**config.mk**
```make
export PLATFORM = sky130hd
export DESIGN_NAME = irq_vector_ctrl
export DESIGN_NICKNAME = d
export VERILOG_FILES = /design/src/rtl/irq_vector_ctrl.sv
export SDC_FILE = /design/constraint.sdc
export NUM_CORES = 1
export LEC_CHECK = 0
export BUFFER_PORTS_ARGS = -buffer_cell sky130_fd_sc_hd__clkbuf_2
export CAP_MARGIN = 20
export CORE_AREA = 10 10 198 237
export CTS_CLUSTER_DIAMETER = 150
export DETAILED_ROUTE_END_ITERATION = 10
export DIE_AREA = 0 0 208 247
export MAX_ROUTING_LAYER = met4
export PLACE_DENSITY = 0.55
export SETUP_SLACK_MARGIN = 0.1
export SYNTH_ARGS = -nofsm -noshare
export SYNTH_HDL_FRONTEND = slang
export SYNTH_SLANG_ARGS = --single-unit
```
**constraint.sdc**
```tcl
create_clock -name clk -period 3.58 [get_ports clk]
set_input_delay 0.537 -clock clk [delete_from_list [all_inputs] [get_ports clk]]
set_output_delay 0.537 -clock clk [all_outputs]
set_load 0.02 [all_outputs]
```
**src/rtl/irq_vector_ctrl.sv**
```systemverilog
module irq_vector_ctrl #(
  parameter int N_CH = 8,
  parameter int ADDR_W = 8,
  parameter int VBASE = 64,
  parameter logic [31:0] DEFAULT_VEC = 32'hDEAD_0000
) (
  input  logic              clk,
  input  logic              rst_n,
  input  logic [N_CH-1:0]   irq_lines,
  input  logic              bus_we,
  input  logic [ADDR_W-1:0] bus_addr,
  input  logic [31:0]       bus_wdata,
  output logic [31:0]       bus_rdata,
  input  logic              hw_mode,
  output logic              irq,
  input  logic              vec_req,
  output logic              vec_ack,
  output logic [31:0]       vec_port
);
  localparam int CW = (N_CH > 1) ? $clog2(N_CH) : 1;
  localparam logic [ADDR_W-1:0] A_PEND = ADDR_W'(0);
  localparam logic [ADDR_W-1:0] A_MASK = ADDR_W'(1);
  localparam logic [ADDR_W-1:0] A_VEC  = ADDR_W'(2);

  typedef enum logic [1:0] {S_IDLE, S_HOLD, S_DONE} hs_t;

  logic [N_CH-1:0] req_q, pend, mask, rise, act, sw_clr, ack_clr;
  logic [31:0]     vram [N_CH];
  logic [CW-1:0]   sel, hold_ch;
  logic            any, hold_valid;
  logic [31:0]     cur_vec;
  hs_t             hs;

  assign rise = irq_lines & ~req_q;
  assign act  = pend & mask;
  assign any  = |act;
  assign irq  = any;

  always_comb begin
    sel = '0;
    for (int i = N_CH - 1; i >= 0; i--)
      if (act[i]) sel = CW'(i);
  end

  assign cur_vec = any ? vram[sel] : DEFAULT_VEC;

  wire in_vram = (bus_addr >= ADDR_W'(VBASE)) && (bus_addr < ADDR_W'(VBASE + N_CH));
  wire [CW-1:0] vidx = bus_addr[CW-1:0];

  assign sw_clr  = (bus_we && bus_addr == A_PEND) ? bus_wdata[N_CH-1:0] : '0;
  assign ack_clr = (hs == S_HOLD && hold_valid) ? (N_CH'(1) << hold_ch) : '0;

  always_ff @(posedge clk) begin
    if (!rst_n) begin
      req_q <= '0;
      pend  <= '0;
      mask  <= '0;
    end else begin
      req_q <= irq_lines;
      pend  <= (pend & ~(sw_clr | ack_clr)) | rise;
      if (bus_we && bus_addr == A_MASK) mask <= bus_wdata[N_CH-1:0];
    end
  end

  always_ff @(posedge clk)
    if (bus_we && in_vram) vram[vidx] <= bus_wdata;

  always_ff @(posedge clk) begin
    if (!rst_n) begin
      hs         <= S_IDLE;
      vec_ack    <= 1'b0;
      vec_port   <= DEFAULT_VEC;
      hold_ch    <= '0;
      hold_valid <= 1'b0;
    end else begin
      case (hs)
        S_IDLE: if (hw_mode && vec_req) begin
          hs         <= S_HOLD;
          hold_ch    <= sel;
          hold_valid <= any;
          vec_port   <= cur_vec;
        end
        S_HOLD: begin
          hs      <= S_DONE;
          vec_ack <= 1'b1;
        end
        default: begin
          vec_ack <= 1'b0;
          if (!vec_req) hs <= S_IDLE;
        end
      endcase
    end
  end

  always_comb begin
    bus_rdata = '0;
    if (bus_addr == A_PEND)      bus_rdata = 32'(pend);
    else if (bus_addr == A_MASK) bus_rdata = 32'(mask);
    else if (bus_addr == A_VEC)  bus_rdata = cur_vec;
    else if (in_vram)            bus_rdata = vram[vidx];
  end

  assert_edge_sets_R1: assert property (@(posedge clk) disable iff (!rst_n)
    (rise != '0) |=> ((pend & $past(rise)) == $past(rise)));

  assert_set_needs_edge_R2: assert property (@(posedge clk) disable iff (!rst_n)
    ((pend & ~$past(pend) & ~$past(rise)) == '0));

  assert_ack_follows_hold_R8: assert property (@(posedge clk) disable iff (!rst_n)
    (hs == S_HOLD) |=> vec_ack);

  assert_port_stable_R8: assert property (@(posedge clk) disable iff (!rst_n)
    (hs != S_IDLE) |=> $stable(vec_port));

  assert_ack_single_R8: assert property (@(posedge clk) disable iff (!rst_n)
    vec_ack |=> !vec_ack);

  assert_sw_no_ack_R10: assert property (@(posedge clk) disable iff (!rst_n)
    (!hw_mode && hs == S_IDLE) |=> !vec_ack);
endmodule

```
== After elaboration in Yosys (flattened, before gate mapping) ==
Memory sizes are Yosys's and may differ from the RTL's.
Index checks and enable logic that the tools add are counted.
Widths: inputs -> output; s select.

* ROM bits: 0
* Output and inout bits: 66
* Memories kept: 1
* Memory bits (writable): 256
* Bits in registers: 63
* Bits in latches: 0
* Input bits: 53
* Logic and storage cells: 56

* Bitwise operators: 7
* Reductions and logical operators: 11
* Add/sub/neg operators: 0
* $mul: 0
* Multiplexer cells: 21
* Shift operators: 1
* Equal/unequal tests: 5
* Div/mod/pow operators: 0
* $lt $le $gt $ge: 2

{| class="wikitable"
|+ Memory list
! name !! depth !! width !! read ports !! clocked after Yosys merged registers in !! write ports !! RTL line !! RTL
|-
| vram || 8 || 32 || 2 || 0 || 1 || 28 || <nowiki>logic [31:0] vram [N_CH];</nowiki>
|}

{| class="wikitable"
|+ Operators by type and width
! operator !! count
|-
| $mux 32 || 5
|-
| $and 8x8->8 || 3
|-
| $mux 3 || 8
|-
| $mux 8 || 2
|-
| $not 8->8 || 2
|-
| $or 8x8->8 || 2
|-
| $eq 8x1->1 const B || 1
|-
| $eq 8x2->1 const B || 1
|-
| $ge 8x7->1 const B || 1
|-
| $logic_not 8->1 || 1
|-
| $lt 8x7->1 const B || 1
|-
| $reduce_or 8->1 || 1
|-
| $shl 1x3->8 const A || 1
|-
| $logic_and 1x1->1 || 6
|-
| $mux 2 || 2
|-
| $pmux 2 s2 || 1
|-
| $reduce_and 2->1 || 2
|-
| $ne 3x1->1 const B || 1
|-
| $eq 2x1->1 const B || 1
|-
| $logic_not 2->1 || 1
|-
| $mux 1 || 2
|-
| $ne 2x2->1 const B || 1
|-
| $pmux 1 s2 || 1
|}

== Logic depth before layout (Yosys ltp) ==
Gate-level depths: netlist of run 1.
An unclocked memory read counts as a cell.

* Word-level depth: 14
* Gate-level depth with buffers: 9

== Worst setup path after synthesis of run 1 ==
OpenSTA, ideal clock, no wires.

* Path kind: input -> register
* From: in bus_addr[1]
* To: mem vram[2][0] (enable)
* Arrival: 3.038 ns
* Stages: 7
* Path slack: 0.121 ns
* Path buffers: 5
* Library setup time: 0.421 ns
* Cell sequence: clkbuf_1 > buf_4 > buf_4 > buf_2 > buf_2 > nand3_1 > nor2_1

* Longest elaborated chain between the ends: 5
* Elaborated cells between the ends (all ways): 6

{| class="wikitable"
|+ Ends and longest elaborated chain
! element !! RTL line !! RTL
|-
| start, declared || 11 || <nowiki>input logic [ADDR_W-1:0] bus_addr,</nowiki>
|-
| $ge 8x7->1 / $lt 8x7->1 (equally long branches) || 47 || <nowiki>wire in_vram = (bus_addr >= ADDR_W'(VBASE)) && (bus_addr < ADDR_W'(VBASE + N_CH));</nowiki>
|-
| $logic_and 1x1->1 || 47 ||
|-
| $logic_and 1x1->1 || 66 || <nowiki>if (bus_we && in_vram) vram[vidx] <= bus_wdata;</nowiki>
|-
| $mux 1 || 66 ||
|-
| $mux 1 (implied by the code) || 66 ||
|-
| end, declared || 28 ||
|}

Parallel ways exist; a longest one is shown, timed or not.

== Worst setup path in the final report of run 1 ==
* From: reg mask[1]
* To: out bus_rdata[31]

* Longest elaborated chain between the ends: 8
* Elaborated cells between the ends (all ways): 9

{| class="wikitable"
|+ Ends and longest elaborated chain
! element !! RTL line !! RTL
|-
| start, declared || 27 || <nowiki>logic [N_CH-1:0] req_q, pend, mask, rise, act, sw_clr, ack_clr;</nowiki>
|-
| start signal, assigned || 61 || <nowiki>if (bus_we && bus_addr == A_MASK) mask <= bus_wdata[N_CH-1:0];</nowiki>
|-
| $and 8x8->8 * || 35 || <nowiki>assign act = pend & mask;</nowiki>
|-
| $mux 3 (2 in a row) || 42 || <nowiki>if (act[i]) sel = CW'(i);</nowiki>
|-
| $mem_v2 8x32 || n/a ||
|-
| $mux 32 * || 45 || <nowiki>assign cur_vec = any ? vram[sel] : DEFAULT_VEC;</nowiki>
|-
| $mux 32 * || 99 || <nowiki>else if (bus_addr == A_VEC) bus_rdata = cur_vec;</nowiki>
|-
| $mux 32 * || 98 || <nowiki>else if (bus_addr == A_MASK) bus_rdata = 32'(mask);</nowiki>
|-
| $mux 32 * || 97 || <nowiki>if (bus_addr == A_PEND) bus_rdata = 32'(pend);</nowiki>
|-
| end, declared || 13 || <nowiki>output logic [31:0] bus_rdata,</nowiki>
|}

Mark *: on every way between the ends. The rest lies on a longest branch, timed or not.

==> flow_metrics.env, run 1 <==
export IMPL_p_per_area_nw_per_um2=463
export IMPL_synth_largest_area_cell="edfxtp_1"
export IMPL_h_tree_depth=2
export IMPL_finalSetupTns_ps=0
export IMPL_vias=11288
export IMPL_rsz0062_at_grt="true"
export IMPL_pin_count=119
export IMPL_drcViolationCount=0
export IMPL_synth_area_sq_um=14600
export IMPL_post_drt_via_cell_ratio=6.05
export IMPL_dr_wl_met2_microns=24600
export IMPL_drive_gt1_frac=0.259
export IMPL_period_share=0.961
export IMPL_setup_violations=0
export IMPL_max_freq_mhz=291
export IMPL_fin_crit_ps=3440
export IMPL_synthAdderAreaFrac=0
export IMPL_drtPass1Iterations=6
export IMPL_yosys_warnings=0
export IMPL_wl_met3_microns=3820
export IMPL_clock_latency_ps=540
export IMPL_maxCapViolCount=0
export IMPL_ant_nets=0
export IMPL_cts_root_buf="clkbuf_16"
export IMPL_core_area_sq_um=42400
export IMPL_cts_tree="done"
export IMPL_start_util=0.344
export IMPL_postPlaceCellArea_sq_um=16100
export IMPL_cts_inserted_buffers=35
export IMPL_final_nets=1338
export IMPL_synthMuxAreaShare=0.0831
export IMPL_clock_sinks=319
export IMPL_chipWidth_microns=208
export IMPL_cellLeakagePower_uw=0.00610
export IMPL_vdd_drop_max_mv=0.299
export IMPL_syn_instance_count=1151
export IMPL_grt_pass1_wl_microns=74500
export IMPL_worstSetupPathType="reg -> out"
export IMPL_io_buffers=118
export IMPL_grt_max_degree=50
export IMPL_whs_ps=214
export IMPL_synth_compound_area_frac=0.194
export IMPL_synthSimpleGateAreaFrac=0.0763
export IMPL_grt_ovfl_total=0
export IMPL_endpoint_kind="output pin"
export IMPL_arrival_ps=2900
export IMPL_fp_dieArea_sq_um=51400
export IMPL_track_usage=0.195
export IMPL_path_delay_family="compound AO/OA/AOI/OAI gates"
export IMPL_top_layer_used="met4"
export IMPL_hold_class="in -> reg"
export IMPL_gp_congestion=0.870
export IMPL_die_height_microns=247
export IMPL_placementRows=83
export IMPL_drv_slew=0
export IMPL_ys_seq_area_frac=0.614
export IMPL_drt_wl_total_microns=50900
export IMPL_place_hpwl_microns=32200
export IMPL_crit_top_cell="o22ai_1"
export IMPL_nFillCells=4034
export IMPL_fin_cells=1865
export IMPL_synthXorXnorAreaFrac=0
export IMPL_relSlewSlack=0.332
export IMPL_status="complete, no violations"
export IMPL_drt_met1_wl_microns=21100
export IMPL_synth_edf_count=256
export IMPL_power_total_uw=8040
export IMPL_wl_per_cell_microns=27.3
export IMPL_worst_pin_slew_ps=1000
export IMPL_yosysUniqueCellTypes=57
export IMPL_cts_hold_fix_buffers=0
export IMPL_cp_cell_sequence="a22oi_2, buf_4, nand4_1, buf_4, o22ai_1, nor2_1, o22ai_1, o22ai_1, clkbuf_2"
export IMPL_synthTopCellsByArea="edfxtp_1, dfxtp_1, mux2i_1"
export IMPL_fin_skew_ps=22.2
export IMPL_syn_num_nets=1204
export IMPL_dp_cells=1795
export IMPL_cpPeakStageDelay_ps=400
export IMPL_syn_avg_cell_area_sq_um=12.7
export IMPL_synth_flop_cell="edfxtp_1"
export IMPL_async_flop_share=0
export IMPL_grt_pass1_vias=11380
export IMPL_path_max_fanout=22
export IMPL_critical_path_startpoint_type="register"
export IMPL_synth_top_family_by_area="compound AO/OA/AOI/OAI gates"
export IMPL_syn_to_final_growth_pct=19.1
export IMPL_cts_max_path_buffers=3
export IMPL_synth_top_cell_area_share=0.527
export IMPL_finalHoldViolations=0
export IMPL_path_clk_slew_ps=60
export IMPL_cp_slowest_cell="a22oi_2"
export IMPL_critPathBufInv=3
export IMPL_dr_first_iter_drc_count=1139
export IMPL_antenna_found_initial=1
export IMPL_ys_ff_latch=319
export IMPL_required_ps=3040
export IMPL_final_area_sq_um=17400
-- worst register-to-register path, stage by stage, from the launching register on --
cell	delay, ps
dfxtp_1	360
a22oi_2	400
buf_4	320
nand4_1	120
buf_4	260
o22ai_1	180
nor2_1	70
o22ai_1	280
o211ai_1	140
-- synthesized netlist by cell type, drive strengths merged (20+ instances only) --
cell type / count
a21oi: 60
a22oi: 27
and3: 21
buf: 39
clkbuf: 57
dfxtp: 63
edfxtp: 256
mux2i: 58
mux4: 20
nand2: 45
nand3: 45
nor2: 82
o21ai: 71
o221a: 21
o221ai: 40
o22ai: 72
o31ai: 37
-- placed cells by master (no fill, tap or decap), drive strengths merged, types with 45 or more instances in the layout --
master	Yosys	layout
edfxtp	256	256
clkbuf	57	159
nor2	82	82
buf	39	76
o22ai	72	72
o21ai	71	71
dfxtp	63	63
a21oi	60	60
mux2i	58	58
nand2	45	45
nand3	45	45
-- kinds of logic after synthesis --
family / after synthesis
flops: 319
compound gates: 399
mux: 94
buf+inv: 106
simple gates: 233
-- stage by stage --
stage / setup slack [ps] / util
final: 140 / 0.410
after detailed placement: 401 / 0.380
after floorplan: 121 / -
after global routing: 19.7 / 0.410
after CTS: 150 / 0.409
after global placement: 382 / 0.380
-- cell type report --
type,instances,area [sq um],area share
Tap cell,552,691,0.0398
Timing Repair Buffer,192,1240,0.0716
Multi-Input combinational cell,727,5330,0.307
Sequential cell,319,8950,0.516
Inverter,10,37.5,0.00216
Clock buffer,43,937,0.0540
Clock inverter,21,174,0.0100
Antenna cell,1,2.50,0.000144
-- path summary, 6_finish.rpt --
kind              endpoint  slack, ps  cells after the start    startpoint
max          bus_rdata[31]        140                      9       mask[1]
min               req_q[1]        210                      3  irq_lines[1]
max reg2reg   vec_port[26]       1290                      8       mask[1]
min reg2reg        pend[4]        430                      1      req_q[4]
-- metal layers --
metal  vias up  global-route usage
met5         -                   -
met4         0              0.0678
met2       589               0.319
li1       4933                   -
met3       103              0.0315
met1      5663               0.241
-- timing repair --
action / CTS / global route
gates cloned: 0 / 1
buffers inserted: 4 / 0
pin swaps: 1 / 0
resized for setup: 11 / 5
setup endpoints to repair: 29 / 13
endpoints found under the hold margin: 0 / 0
-- sequential cells by signal (all words and copies together) (netlist names) --
signal      flops
hold_ch         3
hold_valid      1
hs              2
mask            8
pend            8
req_q           8
vec_ack         1
vec_port       32
vram          256
-- power by group --
group          switching, uW  total (uW)  internal [uW]
Sequential              28.8        4060           4030
Combinational            287         438            151
Clock                   1530        3550           2020
Power figures use the tool's default switching activity.
==> run 2, diff against run 1 <==
SLEW_MARGIN = 20   (was not set)
clock period = 2.9 ns   (was 3.58 ns; I/O delays follow)
==> run 2 against run 1 <==
Effect of this change:
- the run now ends with setup timing left
- first-iteration DRC count is 13% lower
- utilization is 4.4 points higher
- routed wire length is 5.3% higher
- via count is 5.0% higher
- non-clock buffer count is 75 higher
- sequential power is 23% higher
- flip-flop and latch count stayed put
- die area stayed put
- critical endpoint is now bus_rdata[12]
==> flow_metrics.env, run 2 (synthesis results as in run 1) <==
export IMPL_status="finished with violations"
export IMPL_violations="setup timing"
export IMPL_top_register="vram"
export IMPL_chipWidth_microns=208
export IMPL_grt_max_degree=50
export IMPL_whs_ps=113
export IMPL_io_buffers=118
export IMPL_required_ps=2470
export IMPL_cts_inserted_buffers=35
export IMPL_largest_register_ffs=256
export IMPL_period_share=1.03
export IMPL_gp_congestion=0.911
export IMPL_cp_slowest_cell="dfxtp_4"
export IMPL_arrival_ps=2540
export IMPL_antenna_found_initial=2
export IMPL_cp_cell_sequence="a22o_4, o21ai_4, buf_12, nand2_8, mux2i_1, o221a_2, o31ai_4, buf_6, clkbuf_8"
export IMPL_fin_ws_ps=-79.2
export IMPL_fp_dieArea_sq_um=51400
export IMPL_layout_commonest_cell="edfxtp_1"
export IMPL_core_area_sq_um=42400
export IMPL_clock_latency_ps=530
export IMPL_critPathBufInv=3
export IMPL_endpoint_kind="output pin"
export IMPL_grt_pass1_wl_microns=77600
export IMPL_dp_cells=1814
export IMPL_vdd_drop_max_mv=0.335
export IMPL_relSlewSlack=0.551
export IMPL_path_clk_slew_ps=60
export IMPL_setup_violations=22
export IMPL_finalHoldViolations=0
export IMPL_cts_root_buf="clkbuf_16"
export IMPL_rsz0062_at_grt="true"
export IMPL_fin_crit_ps=2980
export IMPL_maxCapViolCount=0
export IMPL_drv_slew=0
export IMPL_vias=11849
export IMPL_cellLeakagePower_uw=0.00688
export IMPL_placementRows=83
export IMPL_place_hpwl_microns=32200
export IMPL_cts_tree="done"
export IMPL_cts_max_path_buffers=3
export IMPL_worst_pin_slew_ps=673
export IMPL_h_tree_depth=2
export IMPL_drt_wl_total_microns=53600
export IMPL_start_util=0.344
export IMPL_fin_skew_ps=15.8
export IMPL_hold_class="in -> reg"
export IMPL_die_height_microns=247
export IMPL_path_max_fanout=4
export IMPL_p_per_area_nw_per_um2=524
export IMPL_max_freq_mhz=336
export IMPL_post_drt_via_cell_ratio=6.11
export IMPL_final_cell_mix="edfxtp_1, buf_4, clkbuf_2, nor2_1, mux2i_1"
export IMPL_dp_slack_ps=15.7
export IMPL_worstSetupPathType="reg -> out"
export IMPL_clock_sinks=319
export IMPL_ant_nets=0
export IMPL_drtPass1Iterations=5
export IMPL_final_nets=1413
export IMPL_fin_cells=1940
export IMPL_drcViolationCount=0
export IMPL_grt_ovfl_total=0
export IMPL_largest_registers="vram x256, vec_port x32"
export IMPL_cpPeakStageDelay_ps=360
export IMPL_drive_gt1_frac=0.375
export IMPL_track_usage=0.204
export IMPL_pin_count=119
export IMPL_wl_per_cell_microns=27.6
export IMPL_critical_path_startpoint_type="register"
export IMPL_grt_pass1_vias=11830
export IMPL_path_delay_family="compound AO/OA/AOI/OAI gates"
export IMPL_syn_to_final_growth_pct=31.9
export IMPL_cts_hold_fix_buffers=0
export IMPL_dr_first_iter_drc_count=993
[run 2: power breakdown]
group,internal [uW],total [uW],switching (uW)
Sequential,4970,5000,33.4
Combinational,214,581,367
Clock,2630,4490,1850
Total,7820,10100,2250
[run 2: what timing repair did]
action                                  CTS  global route
setup buffers                            42             9
gates cloned                             10             2
endpoints found under the setup margin   32            32
pin swaps                                60            61
gates resized for setup                 173            93
[run 2: worst paths after layout]
path | startpoint | endpoint | slack [ps] | cells past startpoint
setup / recovery | mask[5] | bus_rdata[12] | -80 | 9
hold reg to reg | req_q[4] | pend[4] | 430 | 1
setup reg to reg | mask[5] | vec_port[23] | 310 | 15
hold / removal | irq_lines[2] | req_q[2] | 110 | 3
[run 2: layout make-up]
type                       instances  area [sq um]
clock buffer                      40           915
multi-input combinational        727          5900
clock inverter                    22           230
antenna                            3          7.51
fill                            3792         23100
tap                              552           691
timing repair buffer             267          2460
inverter                          10          37.5
sequential                       319          8990
[run 2: worst register-to-register path, delay by kind of cell, from the launching register on]
kind / cells / cell delay (ps)
buffers and inverters: 9 / 1170
AO/OA/AOI/OAI: 5 / 890
flip-flops: 1 / 360
AND/OR/NAND/NOR: 1 / 100
[run 2: routing by layer]
metal | vias to the layer above | wire length, microns | global-route usage
met2 | 648 | 25900 | 0.340
met3 | 132 | 4300 | 0.0315
met1 | 5994 | 21400 | 0.246
met5 | - | 0 | -
met4 | 0 | 1970 | 0.0749
li1 | 5075 | - | -
[run 2: per-stage QoR]
stage | power (uW) | utilization | TNS (ps) | cell area [sq um]
2_1_floorplan | 5380 | - | -49850 | 14600
3_3_place_gp | 5650 | 0.387 | 0 | 16400
3_5_place_dp | 5650 | 0.387 | 0 | 16400
4_1_cts | 10100 | 0.444 | -702 | 18800
5_1_grt | 10400 | 0.454 | -2570 | 19200
6_report | 10100 | 0.454 | -820 | 19200
==> run 3, diff against run 2 <==
CORE_AREA = 10 10 167 201   (was 10 10 198 237)
DIE_AREA = 0 0 177 211   (was 0 0 208 247)
PLACE_DENSITY = 0.72   (was 0.55)
==> run 3 against run 2 <==
Effect of this change:
- the flow still finishes with violations (setup timing)
- highest routed layer unchanged
- critical endpoint is now bus_rdata[8]
- final cell count is 10% lower
- sequential power barely moved
- worst setup slack worse by 89 ps
==> flow_metrics.env, run 3 (synthesis results as in run 1) <==
export IMPL_reg2regPathDepth=11
export IMPL_top_register="vram"
export IMPL_cp_cell_sequence="a22oi_2, buf_4, nand2_4, buf_16, o221ai_1, o221a_2, o31ai_4, clkbuf_8"
export IMPL_status="finished with violations"
export IMPL_worstSetupPathType="reg -> out"
export IMPL_cp_slowest_cell="dfxtp_2"
export IMPL_path_clk_slew_ps=70
export IMPL_dp_cells=1650
export IMPL_p_sw_frac=0.225
export IMPL_grt_max_degree=65
export IMPL_grt_pass1_vias=11822
export IMPL_final_area_sq_um=18300
export IMPL_maxCapViolCount=0
export IMPL_finalSetupTns_ps=-3450
export IMPL_worst_pin_slew_ps=691
export IMPL_cts_max_path_buffers=3
export IMPL_clock_sinks=319
export IMPL_fin_cells=1745
export IMPL_violations="setup timing"
export IMPL_min_path_cells=3
export IMPL_internal_power_uw=7240
export IMPL_fin_skew_ps=9.36
export IMPL_vdd_drop_max_mv=0.368
export IMPL_placementRows=69
export IMPL_fin_crit_ps=3070
export IMPL_core_area_sq_um=29400
export IMPL_max_freq_mhz=326
export IMPL_wl_per_cell_microns=29.0
export IMPL_seq_power_share=0.535
export IMPL_setup_violations=32
export IMPL_top_layer_used="met4"
export IMPL_pin_count=119
export IMPL_antenna_found_initial=1
export IMPL_finalHoldViolations=0
export IMPL_largest_register_ffs=256
export IMPL_dr_first_iter_drc_count=1843
export IMPL_critPathBufInv=3
export IMPL_fin_ws_ps=-168
export IMPL_layout_commonest_cell="edfxtp_1"
export IMPL_relSlewSlack=0.533
export IMPL_grt_ovfl_total=0
export IMPL_r2r_start="mask[3]"
export IMPL_chipWidth_microns=177
export IMPL_p_per_area_nw_per_um2=512
export IMPL_h_tree_depth=1
export IMPL_post_drt_via_cell_ratio=6.97
export IMPL_period_share=1.06
export IMPL_cts_hold_fix_buffers=0
export IMPL_place_hpwl_microns=30100
export IMPL_clock_latency_ps=580
export IMPL_grt_pass1_wl_microns=73000
export IMPL_power_frac_comb=0.061
export IMPL_postPlaceCellArea_sq_um=16100
export IMPL_ant_nets=0
export IMPL_path_delay_family="compound AO/OA/AOI/OAI gates"
export IMPL_r2r_end="vec_port[27]"
export IMPL_syn_to_final_growth_pct=25.3
export IMPL_drt_met1_wl_microns=17900
export IMPL_dr_wl_met2_microns=24000
export IMPL_endpoint_kind="output pin"
export IMPL_rsz0062_at_grt="true"
export IMPL_track_usage=0.261
export IMPL_reg2reg_slack_ps=750
export IMPL_final_cell_mix="edfxtp_1, buf_4, clkbuf_2, nor2_1, o21ai_0"
export IMPL_cpPeakStageDelay_ps=400
export IMPL_cts_tree="done"
export IMPL_gp_congestion=0.897
export IMPL_nFillCells=2166
export IMPL_hold_path_end="req_q[1]"
export IMPL_hold_class="in -> reg"
export IMPL_start_util=0.495
export IMPL_p_clk_frac=0.404
export IMPL_die_height_microns=211
export IMPL_switching_power_uw=2100
export IMPL_multi_input_area_sq_um=5740
export IMPL_drive_gt1_frac=0.339
export IMPL_cellLeakagePower_uw=0.00654
export IMPL_drt_wl_total_microns=50500
export IMPL_final_nets=1384
export IMPL_hold_start="irq_lines[1]"
export IMPL_io_buffers=118
export IMPL_required_ps=2470
export IMPL_drv_slew=0
export IMPL_cts_inserted_buffers=31
export IMPL_largest_registers="vram x256, vec_port x32"
export IMPL_fp_dieArea_sq_um=37300
export IMPL_cts_root_buf="clkbuf_16"
export IMPL_seq_area_sq_um=8980
export IMPL_drcViolationCount=0
export IMPL_vias=12165
export IMPL_arrival_ps=2630
export IMPL_critical_path_startpoint_type="register"
export IMPL_wl_met3_microns=5820
export IMPL_path_max_fanout=16
export IMPL_drtPass1Iterations=6
-- run 3: cell types whose count changed in the layout (fill, tap and decap cells not counted), sizes merged --
cell    delta
diode      -2
clkbuf    +12
inv        -1
clkinv     -5
buf       -30
bufinv     -4
bufbuf     -2
nand2      -1
-- run 3: repair_timing --
item | 4_1_cts | 5_1_grt
gates resized for setup | 106 | 93
pin swaps | 19 | 42
setup endpoints to repair | 32 | 32
buffers inserted | 11 | 16
cloned | 6 | 5
-- run 3: per-layer routing --
metal | global-route usage | vias to the layer above
li1 | - | 5001
met1 | 0.321 | 5877
met2 | 0.408 | 1058
met3 | 0.0436 | 229
met4 | 0.140 | 0
met5 | - | -
-- run 3: per-stage QoR --
stage / setup WS, ps / total power, uW / hold WS, ps / utilization
6_report: -168 / 9350 / 58.4 / 0.620
5_1_grt: -210 / 9600 / 81.4 / 0.620
4_1_cts: -144 / 9330 / 57.1 / 0.602
3_5_place_dp: 14.6 / 5630 / 413 / 0.547
3_3_place_gp: 14.6 / 5620 / 406 / 0.547
2_1_floorplan: -389 / 5380 / 399 / -
-- run 3: final cells by class --
cell class	instances	area share
Sequential cell	319	0.492
Multi-Input combinational cell	726	0.314
Timing Repair Buffer	243	0.114
Clock buffer	44	0.0473
Tap cell	390	0.0267
Clock inverter	12	0.00370
Inverter	10	0.00206
Antenna cell	1	0.000137
-- run 3: power by group through the flow --
stage	Clock [uW]	Combinational [uW]	Sequential (uW)
finish	3770	571	5000
global route	3990	603	5000
CTS	3780	546	5000
detailed placement	0	533	5100
global placement	0	526	5100
floorplan	0	275	5110
-- run 3: how the worst max path moves through the flow --
stage,start,endpoint,slack (ps),cells past startpoint
floorplan,bus_addr[1],vram[0][0],-390,7
global placement,bus_addr[3],bus_rdata[2],10,7
detailed placement,bus_addr[3],bus_rdata[2],10,7
CTS,pend[5],bus_rdata[29],-140,8
global route,mask[2],bus_rdata[28],-210,10
finish,mask[3],bus_rdata[8],-170,8
-- run 3: worst min-delay path: cells and delay by family --
family / cells / cell delay [ps]
buffers and inverters: 2 / 120
AND/OR/NAND/NOR: 1 / 50
